**src/rtl/kt_pkg.sv**
```systemverilog
package kt_pkg;

    typedef enum logic [2:0] {
        SEL_NONE,
        SEL_RX_CTRL,
        SEL_RX_DATA,
        SEL_TX_CTRL,
        SEL_TX_DATA
    } sel_e;

    // register offsets inside the window; software depends on them
    localparam int unsigned OFF_RX_CTRL = 32'h0;
    localparam int unsigned OFF_RX_DATA = 32'h4;
    localparam int unsigned OFF_TX_CTRL = 32'h8;
    localparam int unsigned OFF_TX_DATA = 32'hC;

    // control register bit positions
    localparam int unsigned BIT_RDY = 0;
    localparam int unsigned BIT_IE  = 1;

endpackage

```
**src/rtl/kt_decode.sv**
```systemverilog
module kt_decode
    import kt_pkg::*;
#(
    parameter int unsigned ADDR_W   = 32,
    parameter int unsigned WIN_BITS = 8,
    parameter logic [ADDR_W-1:0] BASE = 32'hF000_0000
) (
    input  logic [ADDR_W-1:0] addr,
    output sel_e              sel
);
    localparam int unsigned TAG_W = ADDR_W - WIN_BITS;

    logic [TAG_W-1:0]    tag;
    logic [WIN_BITS-1:0] off;

    always_comb begin
        tag = addr[ADDR_W-1:WIN_BITS];
        off = addr[WIN_BITS-1:0];
        sel = SEL_NONE;
        if (tag == BASE[ADDR_W-1:WIN_BITS]) begin
            case (off)
                WIN_BITS'(OFF_RX_CTRL): sel = SEL_RX_CTRL;
                WIN_BITS'(OFF_RX_DATA): sel = SEL_RX_DATA;
                WIN_BITS'(OFF_TX_CTRL): sel = SEL_TX_CTRL;
                WIN_BITS'(OFF_TX_DATA): sel = SEL_TX_DATA;
                default:                sel = SEL_NONE;
            endcase
        end
    end
endmodule

```
**src/rtl/kt_rx_chan.sv**
```systemverilog
module kt_rx_chan #(
    parameter int unsigned CHAR_W = 8
) (
    input  logic              clk,
    input  logic              rst_n,
    input  logic              key_valid,
    input  logic [CHAR_W-1:0] key_char,
    input  logic              ctrl_wr,
    input  logic              ie_in,
    input  logic              data_rd,
    output logic              rdy,
    output logic              ie,
    output logic [CHAR_W-1:0] ch
);
    typedef struct packed {
        logic              rdy;
        logic              ie;
        logic [CHAR_W-1:0] ch;
    } rx_st_t;

    rx_st_t st_d, st_q;

    always_comb begin
        st_d = st_q;
        if (ctrl_wr) st_d.ie = ie_in;
        if (key_valid) begin
            st_d.ch  = key_char;
            st_d.rdy = 1'b1;
        end else if (data_rd) begin
            st_d.rdy = 1'b0;
        end
    end

    always_ff @(posedge clk or negedge rst_n) begin
        if (!rst_n) st_q <= '0;
        else        st_q <= st_d;
    end

    assign rdy = st_q.rdy;
    assign ie  = st_q.ie;
    assign ch  = st_q.ch;


    rx_load_chk: assert property (@(posedge clk) disable iff (!rst_n)
        key_valid |=> (rdy && ch == $past(key_char)));

    rx_clear_chk: assert property (@(posedge clk) disable iff (!rst_n)
        (data_rd && !key_valid) |=> !rdy);

    rx_ie_hold_chk: assert property (@(posedge clk) disable iff (!rst_n)
        !ctrl_wr |=> $stable(ie));
endmodule

```
**src/rtl/kt_tx_chan.sv**
```systemverilog
module kt_tx_chan #(
    parameter int unsigned CHAR_W = 8
) (
    input  logic              clk,
    input  logic              rst_n,
    input  logic              ctrl_wr,
    input  logic              ie_in,
    input  logic              data_wr,
    input  logic [CHAR_W-1:0] wchar,
    input  logic              disp_ack,
    output logic              rdy,
    output logic              ie,
    output logic [CHAR_W-1:0] ch
);
    typedef struct packed {
        logic              rdy;
        logic              ie;
        logic [CHAR_W-1:0] ch;
    } tx_st_t;

    tx_st_t st_d, st_q;

    always_comb begin
        st_d = st_q;
        if (ctrl_wr) st_d.ie = ie_in;
        if (data_wr) begin
            st_d.ch  = wchar;
            st_d.rdy = 1'b0;
        end else if (disp_ack) begin
            st_d.rdy = 1'b1;
        end
    end

    always_ff @(posedge clk or negedge rst_n) begin
        if (!rst_n) begin
            st_q     <= '0;
            st_q.rdy <= 1'b1;
        end else begin
            st_q <= st_d;
        end
    end

    assign rdy = st_q.rdy;
    assign ie  = st_q.ie;
    assign ch  = st_q.ch;


    tx_send_chk: assert property (@(posedge clk) disable iff (!rst_n)
        data_wr |=> (!rdy && ch == $past(wchar)));

    tx_ack_chk: assert property (@(posedge clk) disable iff (!rst_n)
        (disp_ack && !data_wr) |=> rdy);

    tx_ie_hold_chk: assert property (@(posedge clk) disable iff (!rst_n)
        !ctrl_wr |=> $stable(ie));
endmodule

```
**src/rtl/kbd_term_mmio.sv**
```systemverilog
module kbd_term_mmio
    import kt_pkg::*;
#(
    parameter int unsigned ADDR_W   = 32,
    parameter int unsigned DATA_W   = 32,
    parameter int unsigned CHAR_W   = 8,
    parameter int unsigned WIN_BITS = 8,
    parameter logic [ADDR_W-1:0] BASE = 32'hF000_0000
) (
    input  logic              clk,
    input  logic              rst_n,
    input  logic [ADDR_W-1:0] bus_addr,
    input  logic              bus_rd,
    input  logic              bus_wr,
    input  logic [DATA_W-1:0] bus_wdata,
    output logic [DATA_W-1:0] bus_rdata,
    input  logic              key_valid,
    input  logic [CHAR_W-1:0] key_char,
    output logic              disp_valid,
    output logic [CHAR_W-1:0] disp_char,
    input  logic              disp_ack,
    output logic              irq
);
    sel_e sel;

    logic              rx_rdy, rx_ie, tx_rdy, tx_ie;
    logic [CHAR_W-1:0] rx_ch, tx_ch;
    logic              rx_ctrl_wr, tx_ctrl_wr, rx_data_rd, tx_data_wr;
    logic [DATA_W-1:0] rd_val;

    typedef struct packed {
        logic [DATA_W-1:0] rdata;
    } top_st_t;

    top_st_t st_d, st_q;

    kt_decode #(.ADDR_W(ADDR_W), .WIN_BITS(WIN_BITS), .BASE(BASE)) u_dec (
        .addr (bus_addr),
        .sel  (sel)
    );

    assign rx_ctrl_wr = bus_wr && (sel == SEL_RX_CTRL);
    assign tx_ctrl_wr = bus_wr && (sel == SEL_TX_CTRL);
    assign rx_data_rd = bus_rd && (sel == SEL_RX_DATA);
    assign tx_data_wr = bus_wr && (sel == SEL_TX_DATA);

    kt_rx_chan #(.CHAR_W(CHAR_W)) u_rx (
        .clk       (clk),
        .rst_n     (rst_n),
        .key_valid (key_valid),
        .key_char  (key_char),
        .ctrl_wr   (rx_ctrl_wr),
        .ie_in     (bus_wdata[BIT_IE]),
        .data_rd   (rx_data_rd),
        .rdy       (rx_rdy),
        .ie        (rx_ie),
        .ch        (rx_ch)
    );

    kt_tx_chan #(.CHAR_W(CHAR_W)) u_tx (
        .clk      (clk),
        .rst_n    (rst_n),
        .ctrl_wr  (tx_ctrl_wr),
        .ie_in    (bus_wdata[BIT_IE]),
        .data_wr  (tx_data_wr),
        .wchar    (bus_wdata[CHAR_W-1:0]),
        .disp_ack (disp_ack),
        .rdy      (tx_rdy),
        .ie       (tx_ie),
        .ch       (tx_ch)
    );

    always_comb begin
        rd_val = '0;
        case (sel)
            SEL_RX_CTRL: begin
                rd_val[BIT_RDY] = rx_rdy;
                rd_val[BIT_IE]  = rx_ie;
            end
            SEL_TX_CTRL: begin
                rd_val[BIT_RDY] = tx_rdy;
                rd_val[BIT_IE]  = tx_ie;
            end
            SEL_RX_DATA: rd_val = DATA_W'(rx_ch);
            SEL_TX_DATA: rd_val = DATA_W'(tx_ch);
            default:     rd_val = '0;
        endcase
        st_d = st_q;
        if (bus_rd) st_d.rdata = rd_val;
    end

    always_ff @(posedge clk or negedge rst_n) begin
        if (!rst_n) st_q <= '0;
        else        st_q <= st_d;
    end

    assign bus_rdata  = st_q.rdata;
    assign disp_valid = !tx_rdy;
    assign disp_char  = tx_ch;
    assign irq        = (rx_rdy && rx_ie) || (tx_rdy && tx_ie);


    rdata_hold_chk: assert property (@(posedge clk) disable iff (!rst_n)
        !bus_rd |=> $stable(bus_rdata));

    outside_wr_chk: assert property (@(posedge clk) disable iff (!rst_n)
        (bus_wr && sel == SEL_NONE) |=> ($stable(rx_ie) && $stable(tx_ie)));

    unmapped_rd_chk: assert property (@(posedge clk) disable iff (!rst_n)
        (bus_rd && sel == SEL_NONE) |=> (bus_rdata == '0));
endmodule

```
**config.mk**
```make
export PLATFORM = sky130hd
export DESIGN_NAME = kbd_term_mmio
export DESIGN_NICKNAME = d
export VERILOG_FILES = /design/src/rtl/kt_pkg.sv /design/src/rtl/kt_decode.sv /design/src/rtl/kt_rx_chan.sv /design/src/rtl/kt_tx_chan.sv /design/src/rtl/kbd_term_mmio.sv
export SDC_FILE = /design/constraint.sdc
export NUM_CORES = 1
export LEC_CHECK = 0
export BUFFER_PORTS_ARGS = -buffer_cell sky130_fd_sc_hd__clkbuf_2
export CAP_MARGIN = 25
export CELL_PAD_IN_SITES_DETAIL_PLACEMENT = 0
export CELL_PAD_IN_SITES_GLOBAL_PLACEMENT = 1
export CORE_MARGIN = 3
export CORE_UTILIZATION = 25
export CTS_BUF_LIST = sky130_fd_sc_hd__clkbuf_4 sky130_fd_sc_hd__clkbuf_8 sky130_fd_sc_hd__clkbuf_16
export DETAILED_ROUTE_END_ITERATION = 12
export PLACE_DENSITY = 0.78
export SLEW_MARGIN = 30
export SYNTH_ARGS = -nofsm -noshare
export SYNTH_HDL_FRONTEND = slang
export SYNTH_SLANG_ARGS = --single-unit
```
**constraint.sdc**
```tcl
create_clock -name clk -period 1.2 [get_ports clk]
set_input_delay 0.18 -clock clk [delete_from_list [all_inputs] [get_ports clk]]
set_output_delay 0.18 -clock clk [all_outputs]
set_load 0.01 [all_outputs]
```
Word level (Yosys, flattened, before mapping). Index checks and enable logic that the tools add are counted.

Logic and storage cells: 34. Flip-flop bits (word level): 52. Input port bits: 78. Output and inout bits: 42.

Eq/ne operators: 8. Reductions and logical operators: 11. Muxes and demuxes: 8.

Operators by type and width (count): $eq A24 B24 Y1 const B (1); $eq A8 B4 Y1 const B (2); $pmux W3 S4 (1); $pmux W6 S2 (1); $eq A8 B3 Y1 const B (1); $logic_not A8 Y1 (1); $pmux W2 S4 (1); $eq A3 B2 Y1 const B (2); $logic_and A1 B1 Y1 (6); $mux W1 (4); $reduce_bool A2 Y1 (2); $eq A3 B1 Y1 const B (1); $eq A3 B3 Y1 const B (1); $mux W3 (1); $logic_not A1 Y1 (1); $logic_or A1 B1 Y1 (1).

Depth between registers and ports, before layout. Gate-level depths: netlist (run 1).

Depth after elaboration: 7. Gate-level depth with buffers: 4. Gate-level depth less buffers: 4.

By module. A second synthesis (run 1) with hierarchy kept.

Cell total of the unflattened synthesis: 135. Area total of the unflattened synthesis: 1611.5 sq um.

By module, submodules not included: kbd_term_mmio (cells an instance 75, sequential area each 200.2 sq um, instances 1, area each 685.7 sq um); kt_rx_chan (cells an instance 22, sequential area each 250.2 sq um, instances 1, area each 405.4 sq um); kt_tx_chan (cells an instance 21, sequential area each 251.5 sq um, instances 1, area each 404.1 sq um); kt_decode (cells an instance 17, sequential area each 0.0 sq um, instances 1, area each 116.4 sq um).

Least setup slack after synthesis (run 1). No wires, ideal clock.

Path type: input to register. Start: input bus_addr[23]. End: register u_tx.st_q, in the netlist u_tx.ch[0]. Library setup time: 125 ps. Arrival time: 1619 ps. Required time: 1075 ps. Setup slack: -544 ps. Stages on the path: 4. Buffers on the path: 0. Path through: nor4_1 > nand4_2 > nor4_4 > mux2_2.

Word-level cells in the longest chain between the ends: 4.

RTL lines: start, declared (RTL line kbd_term_mmio.sv:12) `input logic [ADDR_W-1:0] bus_addr,`; $eq A24 B24 Y1 (RTL line kt_decode.sv:20) `if (tag == BASE[ADDR_W-1:WIN_BITS]) begin`; $mux W3 (RTL line kt_decode.sv:20); $eq A3 B3 Y1 (RTL line kbd_term_mmio.sv:45) `assign tx_data_wr = bus_wr && (sel == SEL_TX_DATA);`; $logic_and A1 B1 Y1 (RTL line kbd_term_mmio.sv:45); end signal, assigned (RTL line kt_tx_chan.sv:39) `st_q <= st_d;`; end, declared (RTL line kt_tx_chan.sv:21) `tx_st_t st_d, st_q;`.

No other way between the ends. A chain may end at the register's enable or synchronous reset.

Final worst setup path (run 1).
Start: input bus_addr[10]. End: register u_tx.st_q, in the netlist u_tx.ch[7].

The elaborated chain is that of the path after synthesis.

==> flow_summary.toml, run 1 <==
[status]
status = "finished with violations"
violations = "setup timing"

[synth]
netlist_area_um2 = 1500
ys_ff_latch = 28
syn_avg_cell_area_um2 = 12.0
syn_inst = 125
yosysUniqueCellTypes = 24
synth_warnings = 0
ys_seq_area_share_pct = 46.8

[floorplan]
initial_core_util_pct = 26.6
dieArea_um2 = 6970
core_area_um2 = 5640
io_pins = 120
row_count = 27
die_h_um = 83.5
die-width_um = 83.5

[critical_path]
worstPathRequired_ns = 1.36
cp-start-kind = "primary input"
arrival_ns = 1.60
r2r-start = "u_rx.rdy"
reg2reg_to = "bus_rdata[0]"
worstSetupEndpointType = "register"
r2r_cells = 2
rrSetupSlack_ns = 0.01
critPathKind = "primary input to register"
cp_max_fo = 4

[final_layout]
drive_above_1_share_pct = 63.3
mostFrequentLayoutCells = "clkbuf_2 (66), dfrtp_1 (27), conb_1 (24)"
final_common_cell = "clkbuf_2"
final_nets = 297
antenna_cells = 0
areaGrowthSynthToFinish_pct = 56.2

[global_route]
grt_pass1_wl_mm = 6.78
grt_max_degree = 17
grt.total_usage_pct = 11.7
overflow = 0
antenna_found_initial = 0
first_global_vias = 1343

[place]
place.gp.congestion = 0.716
portBuffers = 71
dp_hpwl_mm = 3.32
post-place-ws_ns = -0.560

[timing]
period_minus_slack_ns = 1.44
tightest_slew_ns = 0.696
hold_ws_ns = 0.116
slew-limit-headroom_pct = 53.6
post-route-period-util_pct = 120
tns_ns = -2.32
layout_setup_ws_ns = -0.240
slew_viol_final = 0
max_freq_mhz = 694
hold_violations = 0
setup_viol = 12
final.setup_skew_ns = 0.00312
rsz0062_at_grt = "true"

[route]
firstDrtPassIters = 4
ant_nets = 0
vias_per_cell = 4.41
drc_errors = 0
dr_total_vias = 1280
routedWlPerCell_um = 14.7
wl_mm = 4.26
drt_iter0_drc = 20

[hold_path]
hold_path.startpoint = "disp_ack"
hold_end = "u_tx.rdy"
hold_path.class = "primary input to register"
hold_path_depth = 3

[power_and_ir_drop]
power_mw = 2.03
powerDensity_nw_per_um2 = 867
power_leakage_nw = 1.24
vdd.ir_drop.worst_v = 0.000629

[clock_network]
cts_tree = "built"
root_buffer = "clkbuf_8"
cts_buffers = 3
insertion_delay_ns = 0.27
clk_path_buf_depth = 2
clk_pin_slew_worst_paths_ns = 0.10
clock_sinks = 28
h-tree-depth = 1

[run]
max_cap_violations = 0
==> synthesized netlist by cell type <==
| cell | count | share of area [%] |
|---|---|---|
| dfrtp_1 | 27 | 45 |
| mux2i_1 | 6 | 4.0 |
| clkbuf_1 | 3 | 0.75 |
| nand4_2 | 1 | 0.83 |
| buf_4 | 24 | 12 |
| nor4_4 | 1 | 1.4 |
| nor2b_1 | 2 | 0.83 |
| nand4_1 | 2 | 0.83 |
| inv_1 | 3 | 0.75 |
| nand2b_1 | 1 | 0.42 |
| dfstp_2 | 1 | 1.8 |
| conb_1 | 1 | 0.25 |
| nor3_1 | 1 | 0.33 |
| a31o_2 | 2 | 1.2 |
| a22o_1 | 1 | 0.58 |
| nand2_1 | 1 | 0.25 |
| and4bb_2 | 2 | 1.7 |
| nor2_1 | 5 | 1.3 |
| mux2_2 | 18 | 14 |
| nor3b_1 | 1 | 0.50 |
| nor4_1 | 13 | 5.4 |
| a31oi_1 | 1 | 0.42 |
| mux4_2 | 2 | 3.0 |
| a21o_1 | 6 | 3.0 |
==> layer usage <==
metal / GRT usage, % / share of wire, % / wire [um] / up-vias
li1: - / - / - / 591
met1: 14.7 / 41 / 1720 / 629
met2: 20.9 / 52 / 2210 / 60
met3: 2.76 / 7.5 / 317 / 0
met4: 1.32 / 0 / 0 / 0
met5: 0 / 0 / 0 / -
==> registers in the layout, indices dropped and copies added (netlist names) <==
| register | flops |
|---|---|
| u_rx.rdy | 1 |
| u_tx.ch | 8 |
| u_rx.ie | 1 |
| bus_rdata | 8 |
| u_tx.rdy | 1 |
| u_rx.ch | 8 |
| u_tx.ie | 1 |
==> cells by family after synthesis <==
kind of cell           synth area share [%]
AND/OR/NAND/NOR                        13.8
flip-flops                             46.8
multiplexers                           20.5
AO/OA/AOI/OAI                          5.17
other                                 0.250
buffers and inverters                  13.5
==> per-stage QoR <==
stage	utilization (%)	std cells	instance area, um^2
global route	41.5	290	2340
CTS	39.7	290	2240
floorplan	-	148	1660
finish	41.5	290	2340
detailed placement	36.5	283	2060
global placement	36.5	283	2060
==> final cells by class <==
| cell class | instances | area [um^2] |
|---|---|---|
| clock buffers | 3 | 41.3 |
| flip-flops and latches | 28 | 702 |
| inverters | 3 | 11.3 |
| clock inverters | 1 | 30.0 |
| fillers | 570 | 3300 |
| repair buffers | 93 | 576 |
| well taps | 72 | 90.1 |
| multi-input cells | 90 | 893 |
==> power breakdown <==
part | internal, mW | total [mW] | switching (mW)
registers | 0.970 | 0.984 | 0.0138
logic | 0.143 | 0.311 | 0.168
clock network | 0.446 | 0.736 | 0.290
total | 1.56 | 2.03 | 0.472
==> critical path: stages <==
cell	delay, ns
buf_6	0.10
nor4_4	0.31
nand4_1	0.23
nor4_4	0.26
buf_4	0.20
mux2_2	0.33
==> worst max path at each step <==
| stage | start | endpoint | cells after the start |
|---|---|---|---|
| 6_report | bus_addr[10] | u_tx.ch[7] | 6 |
| 4_1_cts | bus_addr[9] | u_tx.ch[7] | 6 |
| 5_1_grt | bus_addr[13] | u_tx.ch[7] | 6 |
| 3_5_place_dp | bus_addr[9] | u_rx.ie | 6 |
| 2_1_floorplan | bus_addr[23] | u_tx.ch[0] | 4 |
| 3_3_place_gp | bus_addr[9] | u_tx.ch[0] | 6 |
==> what timing repair did <==
item	CTS	global route
setup endpoints to repair	15	21
buffers inserted	2	2
endpoints found under the hold margin	11	0
hold buffers	1	0
resized for setup	17	19
pin swaps	3	7
No activity file was read; power rests on OpenSTA's default activity.
==> run 2: changes to the inputs <==
Settings changed: CORE_UTILIZATION 25 to 30, PLACE_DENSITY 0.78 to 0.88.
Clock period 1.2 ns to 1.75 ns, I/O delays scaled along.
==> run 2 against run 1 <==
The run now ends clean. Design area down 14%. Sequential power down 32%. Hold slack worse by 0.11 ns. Clock-buffer cell count unchanged. Via count down 8.8%. Combinational power down 44%. Die area down 16%. Critical endpoint is now u_tx.ie.
==> flow_summary.toml, run 2 (synthesis results as in run 1) <==
[status]
status = "complete, no violations"

[timing]
slew-limit-headroom_pct = 55.5
max_freq_mhz = 631
period_minus_slack_ns = 1.58
tns_ns = 0
post-route-period-util_pct = 90.5
setup_viol = 0
tightest_slew_ns = 0.668
hold_violations = 0
slew_viol_final = 0
layout_setup_ws_ns = 0.166
rsz0062_at_grt = "false"
final.setup_skew_ns = 0.00424

[floorplan]
dieArea_um2 = 5890
die_h_um = 76.7
die-width_um = 76.7
initial_core_util_pct = 31.3
row_count = 25
io_pins = 120
core_area_um2 = 4790

[run]
max_cap_violations = 0

[final_layout]
fin_area_um2 = 2030
mostFrequentLayoutCells = "clkbuf_2 (71), dfrtp_1 (27), conb_1 (24)"
antenna_cells = 0
areaGrowthSynthToFinish_pct = 35.1
final_common_cell = "clkbuf_2"
final_nets = 283
drive_above_1_share_pct = 56.4
nFillCells = 487

[clock_network]
post_cts_buffers = 0
clock_sinks = 28
h-tree-depth = 1
root_buffer = "clkbuf_8"
cts_resized = 0
cts_tree = "built"
cts_buffers = 3
ctsHoldBuffers = 0
insertion_delay_ns = 0.27
clk_path_buf_depth = 2
clk_pin_slew_worst_paths_ns = 0.10

[power_and_ir_drop]
power_mw = 1.35
power_leakage_nw = 1.10
vdd.ir_drop.worst_v = 0.000451
powerDensity_nw_per_um2 = 665

[route]
drt_iter0_drc = 15
dr_total_vias = 1168
vias_per_cell = 4.31
wl_mm = 3.42
firstDrtPassIters = 3
routedWlPerCell_um = 12.6
ant_nets = 0
drc_errors = 0

[critical_path]
crit_family = "simple AND/OR/NAND/NOR gates"
path_cells = "clkbuf_2, nor4_2, nand4_1, buf_4, buf_4, nor4_1, mux2_2"
path_buf_inv = 3
r2r-start = "u_tx.ch[0]"
critical_path.slowest_cell = "mux2_2"
cpMostUsedCell = "buf_4"
rrSetupSlack_ns = 0.51
cpPeakStageDelay_ns = 0.37
cp_max_fo = 3
arrival_ns = 1.74
worstPathRequired_ns = 1.91
worstSetupEndpointType = "register"
cp-start-kind = "primary input"
r2r_cells = 2
critPathKind = "primary input to register"
reg2reg_to = "bus_rdata[0]"

[global_route]
overflow = 0
grt.total_usage_pct = 11.6
antenna_found_initial = 0
first_global_vias = 1184
grt_max_degree = 29
grt_pass1_wl_mm = 5.58

[place]
post-place-ws_ns = -0.258
dp_hpwl_mm = 2.84
placedInstanceArea_um2 = 1940
place.gp.congestion = 0.759
portBuffers = 71

[hold_path]
hold_path.class = "primary input to async pin"
run 2: report_power, final:
group / internal [mW] / switching (mW) / leakage (nW)
clock network: 0.306 / 0.195 / 0.0357
logic: 0.0806 / 0.0929 / 0.704
registers: 0.665 / 0.00889 / 0.364
run 2: area by class of cell:
cell class	count	area (um^2)	area share [%]
multi-input cells	90	743	36.7
flip-flops and latches	28	702	34.6
repair buffers	79	415	20.5
well taps	67	83.8	4.14
clock buffers	3	41.3	2.04
clock inverters	1	30.0	1.48
inverters	3	11.3	0.556
run 2: metrics by stage:
step	instances	util [%]	hold WS [ns]
4_1_cts	271	42.0	0.0391
2_1_floorplan	148	-	-0.0331
5_1_grt	271	42.4	0.0644
6_report	271	42.4	0.00383
3_3_place_gp	267	40.5	0.336
3_5_place_dp	267	40.5	0.340
run 2: worst max-delay path by stage:
stage	slack, ns	endpoint	cells after the start	start
final	0.17	u_tx.ie	7	bus_addr[9]
after global routing	0.03	u_tx.ie	7	bus_addr[16]
after CTS	0.02	u_tx.ie	7	bus_addr[9]
after detailed placement	-0.26	u_tx.ie	7	bus_addr[9]
after global placement	-0.18	u_tx.ie	7	bus_addr[9]
after floorplan	0.005	u_tx.ch[0]	4	bus_addr[9]
run 2: layer usage:
layer | share of wire (%) | track usage (%) | vias to the layer above | wire, um
li1 | - | - | 570 | -
met1 | 41 | 14.5 | 540 | 1410
met2 | 50 | 20.5 | 56 | 1720
met3 | 8.0 | 2.35 | 2 | 274
met4 | 0.35 | 2.72 | 0 | 12
met5 | 0 | 0 | - | 0
run 2: worst register-to-register path: cells and delay by family, from the launching register on:
family / cells / cell delay, ns
muxes: 1 / 0.48
DFF: 1 / 0.41
AOI/OAI and AO/OA: 1 / 0.25
